==> config.mk <==
export PLATFORM = sky130hd
export DESIGN_NAME = chain_dma_channel
export DESIGN_NICKNAME = d
export VERILOG_FILES = /design/src/rtl/chain_dma_pkg.sv /design/src/rtl/chain_dma_ctrl_dec.sv /design/src/rtl/chain_dma_sema.sv /design/src/rtl/chain_dma_channel.sv
export SDC_FILE = /design/constraint.sdc
export NUM_CORES = 1
export LEC_CHECK = 0
export BUFFER_PORTS_ARGS = -buffer_cell sky130_fd_sc_hd__clkbuf_2
export CAP_MARGIN = 20
export CORE_MARGIN = 1.5
export CORE_UTILIZATION = 36
export CTS_CLUSTER_SIZE = 12
export DETAILED_ROUTE_END_ITERATION = 10
export GPL_TIMING_DRIVEN = 0
export PLACE_DENSITY = 0.67
export SLEW_MARGIN = 25
export SYNTH_ARGS = -nofsm -noshare
export SYNTH_HDL_FRONTEND = slang
export SYNTH_SLANG_ARGS = --single-unit
==> constraint.sdc <==
create_clock -name clk -period 4.9 [get_ports clk]
set_clock_uncertainty 0.15 [all_clocks]
set_input_delay 0.735 -clock clk [delete_from_list [all_inputs] [get_ports clk]]
set_output_delay 0.735 -clock clk [all_outputs]
set_load 0.01 [all_outputs]
==> src/rtl/chain_dma_pkg.sv <==
package chain_dma_pkg;

  typedef enum logic [2:0] {
    S_IDLE, S_FETCH, S_PIO, S_RD, S_WR, S_DRAIN, S_WAITE, S_FIN
  } dma_state_t;

  typedef struct packed {
    logic       chain;
    logic       irq;
    logic       dec;
    logic       waite;
    logic       halt;
    logic       flush;
    logic       move_rd;
    logic       move_wr;
    logic [3:0] pio_n;
  } dma_ctrl_t;

endpackage

==> src/rtl/chain_dma_ctrl_dec.sv <==
module chain_dma_ctrl_dec
  import chain_dma_pkg::*;
#(
  parameter int CNT_W = 14
) (
  input  logic [31:0]      word,
  output dma_ctrl_t        ctrl,
  output logic [CNT_W-1:0] words
);
  logic [1:0]  cmd;
  logic        rsvd;
  logic [16:0] bsum;

  always_comb begin
    cmd   = word[1:0];
    rsvd  = |{word[11:10], word[5:4]};
    bsum  = {1'b0, word[31:16]} + 17'd3;
    words = bsum[CNT_W+1:2];
    ctrl.chain   = word[2];
    ctrl.irq     = word[3];
    ctrl.dec     = word[6];
    ctrl.waite   = word[7];
    ctrl.halt    = word[8];
    ctrl.flush   = word[9];
    ctrl.pio_n   = word[15:12];
    ctrl.move_wr = (cmd == 2'd1) && !rsvd && (words != '0);
    ctrl.move_rd = (cmd == 2'd2) && !rsvd && (words != '0);
  end
endmodule

==> src/rtl/chain_dma_sema.sv <==
module chain_dma_sema #(
  parameter int W = 8
) (
  input  logic         clk,
  input  logic         rst_n,
  input  logic         inc,
  input  logic         dec,
  output logic [W-1:0] level
);
  logic [W-1:0] level_d;

  always_comb begin
    level_d = level;
    case ({inc, dec})
      2'b10:   if (level != {W{1'b1}}) level_d = level + 1'b1;
      2'b01:   if (level != '0) level_d = level - 1'b1;
      default: level_d = level;
    endcase
  end

  always_ff @(posedge clk or negedge rst_n) begin
    if (!rst_n) level <= '0;
    else        level <= level_d;
  end

  // a decrement is only requested while the count is nonzero
  a_r6_no_underflow: assert property (@(posedge clk) disable iff (!rst_n)
    dec |-> (level != '0));

  // the count moves by at most one per cycle
  a_r6_single_step: assert property (@(posedge clk) disable iff (!rst_n)
    1'b1 |=> ((level == $past(level)) || (level == $past(level) + 1'b1) ||
              (level == $past(level) - 1'b1)));
endmodule

==> src/rtl/chain_dma_channel.sv <==
module chain_dma_channel
  import chain_dma_pkg::*;
#(
  parameter int ADDR_W    = 32,
  parameter int SEMA_W    = 8,
  parameter int MAX_BYTES = 32'hFF00
) (
  input  logic              clk,
  input  logic              rst_n,
  input  logic              cmd_wr,
  input  logic [ADDR_W-1:0] cmd_addr,
  input  logic              sema_inc,
  output logic [SEMA_W-1:0] sema_level,
  output logic              busy,
  output logic              mem_req,
  output logic              mem_we,
  output logic [ADDR_W-1:0] mem_addr,
  output logic [31:0]       mem_wdata,
  input  logic              mem_ack,
  input  logic              mem_err,
  input  logic [31:0]       mem_rdata,
  output logic              preg_valid,
  output logic [3:0]        preg_idx,
  output logic [31:0]       preg_data,
  output logic              tx_valid,
  output logic [31:0]       tx_data,
  input  logic              tx_ready,
  input  logic              rx_valid,
  input  logic [31:0]       rx_data,
  output logic              rx_ready,
  input  logic              periph_end,
  input  logic              periph_term,
  output logic              irq_done,
  output logic              err_term,
  output logic              err_bus
);
  localparam int CNT_W = $clog2(MAX_BYTES / 4 + 1);
  localparam logic [ADDR_W-1:0] PIO_OFS = ADDR_W'(12);

  dma_state_t        state_q, state_d;
  dma_ctrl_t         ctrl_q, ctrl_d, dec_ctrl;
  logic [CNT_W-1:0]  words_q, words_d, dec_words, idx_q, idx_d;
  logic [ADDR_W-1:0] desc_q, desc_d, next_q, next_d, buf_q, buf_d, ofs;
  logic [31:0]       hold_q, hold_d, pdat_d;
  logic [3:0]        pidx_d;
  logic              have_q, have_d, kick_q, kick_d;
  logic              irq_d, eterm_d, ebus_d, pv_d, sema_dec;
  logic              acc_ok, last_word;
  dma_state_t        after_regs, after_data;

  chain_dma_ctrl_dec #(.CNT_W(CNT_W)) u_dec (
    .word(mem_rdata), .ctrl(dec_ctrl), .words(dec_words));

  chain_dma_sema #(.W(SEMA_W)) u_sema (
    .clk(clk), .rst_n(rst_n), .inc(sema_inc), .dec(sema_dec), .level(sema_level));

  always_comb begin
    ofs        = ADDR_W'({idx_q, 2'b00});
    acc_ok     = mem_ack && !mem_err;
    last_word  = (idx_q == words_q - CNT_W'(1));
    after_data = ctrl_q.waite ? S_WAITE : S_FIN;
    if (ctrl_q.move_wr)      after_regs = S_WR;
    else if (ctrl_q.move_rd) after_regs = S_RD;
    else                     after_regs = after_data;
  end

  always_comb begin
    state_d = state_q;  desc_d = desc_q;  next_d = next_q;  ctrl_d = ctrl_q;
    words_d = words_q;  buf_d = buf_q;    idx_d = idx_q;    hold_d = hold_q;
    have_d  = have_q;   kick_d = kick_q | sema_inc;
    irq_d = 1'b0; eterm_d = 1'b0; ebus_d = 1'b0; pv_d = 1'b0; sema_dec = 1'b0;
    pidx_d = preg_idx; pdat_d = preg_data;
    mem_req = 1'b0; mem_we = 1'b0; mem_addr = buf_q + ofs; mem_wdata = hold_q;
    tx_valid = 1'b0; rx_ready = 1'b0;
    case (state_q)
      S_IDLE: begin
        if (cmd_wr) next_d = cmd_addr;
        if (kick_q && sema_level != '0) begin
          state_d = S_FETCH; desc_d = next_q; idx_d = '0; kick_d = sema_inc;
        end
      end
      S_FETCH: begin
        mem_req  = 1'b1;
        mem_addr = desc_q + ofs;
        if (acc_ok) begin
          idx_d = idx_q + 1'b1;
          if (idx_q == CNT_W'(0)) next_d = mem_rdata[ADDR_W-1:0];
          else if (idx_q == CNT_W'(1)) begin ctrl_d = dec_ctrl; words_d = dec_words; end
          else begin
            buf_d   = mem_rdata[ADDR_W-1:0];
            idx_d   = '0;
            state_d = (ctrl_q.pio_n != 4'd0) ? S_PIO : after_regs;
          end
        end
      end
      S_PIO: begin
        mem_req  = 1'b1;
        mem_addr = desc_q + PIO_OFS + ofs;
        if (acc_ok) begin
          pv_d = 1'b1; pidx_d = idx_q[3:0]; pdat_d = mem_rdata;
          idx_d = idx_q + 1'b1;
          if (idx_q == CNT_W'(ctrl_q.pio_n) - CNT_W'(1)) begin
            idx_d = '0; state_d = after_regs;
          end
        end
      end
      S_RD: begin
        if (!have_q) begin
          mem_req = 1'b1;
          if (acc_ok) begin hold_d = mem_rdata; have_d = 1'b1; end
        end else begin
          tx_valid = 1'b1;
          if (tx_ready) begin
            have_d = 1'b0; idx_d = idx_q + 1'b1;
            if (last_word) state_d = after_data;
          end
        end
        if (periph_term && ctrl_q.halt && !(have_q && tx_ready && last_word)) begin
          state_d = S_IDLE; have_d = 1'b0; eterm_d = 1'b1;
        end
      end
      S_WR: begin
        if (!have_q) begin
          rx_ready = 1'b1;
          if (rx_valid) begin hold_d = rx_data; have_d = 1'b1; end
        end else begin
          mem_req = 1'b1; mem_we = 1'b1;
          if (acc_ok) begin
            have_d = 1'b0; idx_d = idx_q + 1'b1;
            if (last_word) state_d = after_data;
          end
        end
        if (periph_term && ctrl_q.halt && !(have_q && acc_ok && last_word)) begin
          if (have_q && !ctrl_q.flush && !acc_ok) state_d = S_DRAIN;
          else begin state_d = S_IDLE; have_d = 1'b0; eterm_d = 1'b1; end
        end
      end
      S_DRAIN: begin
        mem_req = 1'b1; mem_we = 1'b1;
        if (acc_ok) begin state_d = S_IDLE; have_d = 1'b0; eterm_d = 1'b1; end
      end
      S_WAITE: if (periph_end) state_d = S_FIN;
      S_FIN: begin
        irq_d = ctrl_q.irq;
        if (ctrl_q.dec && sema_level != '0) sema_dec = 1'b1;
        if (ctrl_q.chain && !(ctrl_q.dec && sema_level <= SEMA_W'(1))) begin
          state_d = S_FETCH; desc_d = next_q; idx_d = '0;
        end else state_d = S_IDLE;
      end
      default: state_d = S_IDLE;
    endcase
    if (mem_req && mem_ack && mem_err) begin
      state_d = S_IDLE; have_d = 1'b0; ebus_d = 1'b1; eterm_d = 1'b0;
    end
  end

  always_ff @(posedge clk or negedge rst_n) begin
    if (!rst_n) begin
      state_q <= S_IDLE; ctrl_q <= '0; words_q <= '0; idx_q <= '0;
      desc_q <= '0; next_q <= '0; buf_q <= '0; hold_q <= '0;
      have_q <= 1'b0; kick_q <= 1'b0;
      irq_done <= 1'b0; err_term <= 1'b0; err_bus <= 1'b0;
      preg_valid <= 1'b0; preg_idx <= '0; preg_data <= '0;
    end else begin
      state_q <= state_d; ctrl_q <= ctrl_d; words_q <= words_d; idx_q <= idx_d;
      desc_q <= desc_d; next_q <= next_d; buf_q <= buf_d;
      if (hold_d != hold_q) hold_q <= hold_d;
      have_q <= have_d; kick_q <= kick_d;
      irq_done <= irq_d; err_term <= eterm_d; err_bus <= ebus_d;
      preg_valid <= pv_d;
      if (pv_d) begin preg_idx <= pidx_d; preg_data <= pdat_d; end
    end
  end

  assign busy    = (state_q != S_IDLE);
  assign tx_data = hold_q;

  // a pending memory read keeps its request and address until acknowledged
  a_r14_read_hold: assert property (@(posedge clk) disable iff (!rst_n)
    (mem_req && !mem_we && !mem_ack && !periph_term) |=> (mem_req && $stable(mem_addr)));

  // outbound data stays put until the peripheral takes it
  a_r14_tx_hold: assert property (@(posedge clk) disable iff (!rst_n)
    (tx_valid && !tx_ready && !periph_term) |=> (tx_valid && $stable(tx_data)));

  // a bus error never comes with a completion interrupt
  a_r12_no_irq_on_bus_err: assert property (@(posedge clk) disable iff (!rst_n)
    err_bus |-> !irq_done);
endmodule

==> results.sh <==
export IMPL_crit_chain="or3b_4 > o21ai_2 > ha_2 > inv_2 > fa_2 > nor2b_1 > o21a_1 > o21ai_2 > a21oi_2 > a311o_1 > buf_6 > or3b_4 > xnor2_2 > mux2i_2 > buf_2"
export IMPL_synth_xor_area_frac=0.0512
export IMPL_syn_area_per_cell_um2=9.50
export IMPL_dr_first_iter_drc_count=1014
export IMPL_synth_compound_area_frac=0.157
export IMPL_slowest_delay_ns=0.50
export IMPL_holdCritStartpoint="rx_data[12]"
export IMPL_gp_congestion=0.961
export IMPL_leakagePower_nw=8.58
export IMPL_fin_ws_ns=-0.143
export IMPL_place_area_mm2=0.0159
export IMPL_netlist_cell_type_count=89
export IMPL_worstSetupPathType="flop to primary output"
export IMPL_post_route_drc_count=0
export IMPL_r2r_end="mem_wdata[27]"
export IMPL_end_kind="primary output"
export IMPL_hold_path_end="mem_wdata[12]"
export IMPL_async_reset_ff_frac=1.00
export IMPL_grt_pass1_vias=12200
export IMPL_grt_usage=0.227
export IMPL_fin_area_mm2=0.0178
export IMPL_cts_tree="built"
export IMPL_syn_area_mm2=0.0139
export IMPL_synth_area_top_cells="dfrtp_1, mux2_2, nand2_1, ha_1, mux2i_1"
export IMPL_top_level_ports=255
export IMPL_fin_setup_tns_ns=-0.849
export IMPL_maxSlewHeadroom=0.284
export IMPL_synth_seq_cells=221
export IMPL_clk_pin_slew_ns=0.06
export IMPL_drt_vias_per_instance=5.48
export IMPL_cap_viol_max_count=0
export IMPL_hold_path_class="input port to flop"
export IMPL_power_density_mw_per_mm2=640
export IMPL_initial_utilization=0.368
export IMPL_post_synth_top_area_fraction=0.397
export IMPL_clockBufferDepth=3
export IMPL_fp_dieH_um=200
export IMPL_fp_dieW_um=200
export IMPL_place_detailed_hpwl_mm=34.1
export IMPL_failed_checks="setup timing"
export IMPL_syn_to_final_growth_pct=27.4
export IMPL_final_layout_size_suffix_gt1_frac=0.334
export IMPL_peakVddDrop_uv=312
export IMPL_cts_buffers=27
export IMPL_overflow=0
export IMPL_coreArea_mm2=0.0379
export IMPL_fmaxAchievable_mhz=198
export IMPL_synth_simple_gate_area_frac=0.172
export IMPL_ys_warnings_count=0
export IMPL_clock_latency_ns=0.56
export IMPL_wire_per_inst_um=19.9
export IMPL_synth_edff_count=0
export IMPL_syn_inst=1468
export IMPL_dr_total_vias=12800
export IMPL_muxShareOfSynthArea=0.122
export IMPL_antenna_found_initial=3
export IMPL_ant_nets=0
export IMPL_dr_pass1_iters=5
export IMPL_final_nets=1956
export IMPL_rsz0062_at_grt="yes"
export IMPL_final_period_utilization=1.03
export IMPL_min_period_ns=5.04
export IMPL_root_buffer="clkbuf_16"
export IMPL_status="finished, violations left"
export IMPL_hold_violations=0
export IMPL_postLayoutCoreUtil=0.468
export IMPL_ys_flop_type="dfrtp_1"
export IMPL_syn_nets=1628
export IMPL_r2r_start="state_q[0]"
export IMPL_cp_required_ns=4.01
export IMPL_synth_fa_ha_area_frac=0.0495
export IMPL_dieArea_mm2=0.0399
export IMPL_dp_cells=2229
export IMPL_drv_slew=0
export IMPL_tightest_slew_ns=1.07
export IMPL_rr_worst_depth=11
export IMPL_layout_cells_non_filler=2328
export IMPL_min_path_cells=3
export IMPL_startpoint_type="flop"
export IMPL_slowest_stage="or3b_4"
export IMPL_io_buffers=245
export IMPL_synth_yosys_seq_area_share=0.397
export IMPL_worstPathArrival_ns=4.16
export IMPL_cts_max_level=1
export IMPL_worst_r2r_setup_slack_ns=1.38
export IMPL_synth_top_cell_by_area="dfrtp_1"
export IMPL_grt_max_degree=71
export IMPL_worstPathMaxFanout=8
export IMPL_synth_top_family_by_area="simple AND/OR/NAND/NOR gates"
export IMPL_grt_pass1_wl_mm=69.9
export IMPL_rows=71
export IMPL_setup_violations=13
export IMPL_totalWireLength_mm=46.3
export IMPL_cts_sinks=221
-- cells in the final DEF, fill, tap and decap left out, types with 17 or more instances in the layout --
cell,n
nand3_1,35
buf_4,74
clkbuf_2,234
a21oi_1,51
o21ai_0,77
clkbuf_1,57
mux2_2,107
a21o_1,17
and3_1,18
nor3_1,26
mux2i_1,46
ha_1,43
xnor2_1,39
nor2b_1,19
clkbuf_16,28
nor2_1,65
dfrtp_1,215
a22oi_1,33
nand2_1,207
buf_2,26
xor2_1,39
inv_1,32
-- worst max-delay path by stage --
stage	cells past startpoint	slack [ns]	to	start
6_report	15	-0.14	mem_addr[30]	state_q[2]
5_1_grt	15	-0.24	mem_addr[30]	state_q[2]
4_1_cts	17	-0.29	mem_addr[30]	state_q[2]
3_5_place_dp	18	-1.27	mem_addr[27]	state_q[1]
3_3_place_gp	1	-1.65	u_sema.level[2]	rst_n
2_1_floorplan	17	0.05	mem_addr[27]	state_q[1]
-- state kept, by name, indices dropped and copies added, names as in the netlist, 8 cells and up --
signal        flops
buf_q            32
desc_q           32
mem_wdata        32
next_q           32
preg_data        32
idx_q            14
words_q          14
ctrl_q           12
u_sema.level      8
-- kinds of logic after synthesis --
family,count (synthesis)
multiplexers,156
AND/OR/NAND/NOR,489
adder cells (fa/ha/maj),54
AO/OA/AOI/OAI,316
buffers and inverters,152
flip-flops,221
XOR/XNOR,80
-- where the power goes --
part	leakage [nW]	switching, mW	internal [mW]	total (mW)
clock network	0.449	0.818	1.26	2.08
registers	2.82	0.673	2.61	3.28
logic	5.32	3.32	2.70	6.01
-- metal layers --
metal  GRT usage  share of wire  routed length (µm)  vias to the layer above
met5           0        0.00032                  15                        -
li1            -              -                   -                     5909
met1       0.303           0.43               19700                     6213
met3      0.0482          0.079                3660                      106
met4      0.0905          0.040                1850                        2
met2       0.360           0.45               21000                      526
-- critical path, delay by kind of cell, from the launching register on --
family          cells  cell delay, ns
xor+xnor            1            0.15
simple gates        3            1.00
mux                 1            0.22
compound gates      5            0.90
fa+ha+maj           2            0.54
buf+inv             3            0.36
flops               1            0.44
-- per-stage QoR --
stage	total power [mW]	worst slack, ns	hold slack, ns
global route	12.2	-0.240	0.259
CTS	11.3	-0.293	0.244
detailed placement	8.78	-1.27	0.316
finish	11.4	-0.143	0.265
floorplan	6.88	0.0465	0.289
global placement	8.63	-1.65	0.312
-- cell usage after synthesis, types with 30 or more instances --
cell        n
nor2_1     65
dfrtp_1   221
clkbuf_1   58
a22oi_1    38
nand2_1   219
mux2i_1    47
xor2_1     39
buf_4      32
inv_1      35
nor3_1     30
xnor2_1    40
mux2_2    107
nand3_1    37
ha_1       52
o21ai_0    83
a21oi_1    58
-- layout make-up --
type / instances / area (µm²)
clock buffer: 35 / 736
sequential: 221 / 5540
multi-input combinational: 1095 / 8090
inverter: 36 / 143
timing repair buffer: 305 / 1840
tap: 511 / 639
buffer: 110 / 602
fill: 3656 / 20200
clock inverter: 13 / 175
antenna: 2 / 5.00
-- timing repair --
action,CTS,global route
hold buffers,1,0
resized for setup,88,52
pin swaps,31,34
setup buffers,30,22
setup endpoints to repair,26,23
gates cloned,1,1
endpoints found under the hold margin,45,0
Note: power is estimated with default switching activity, not from simulation.
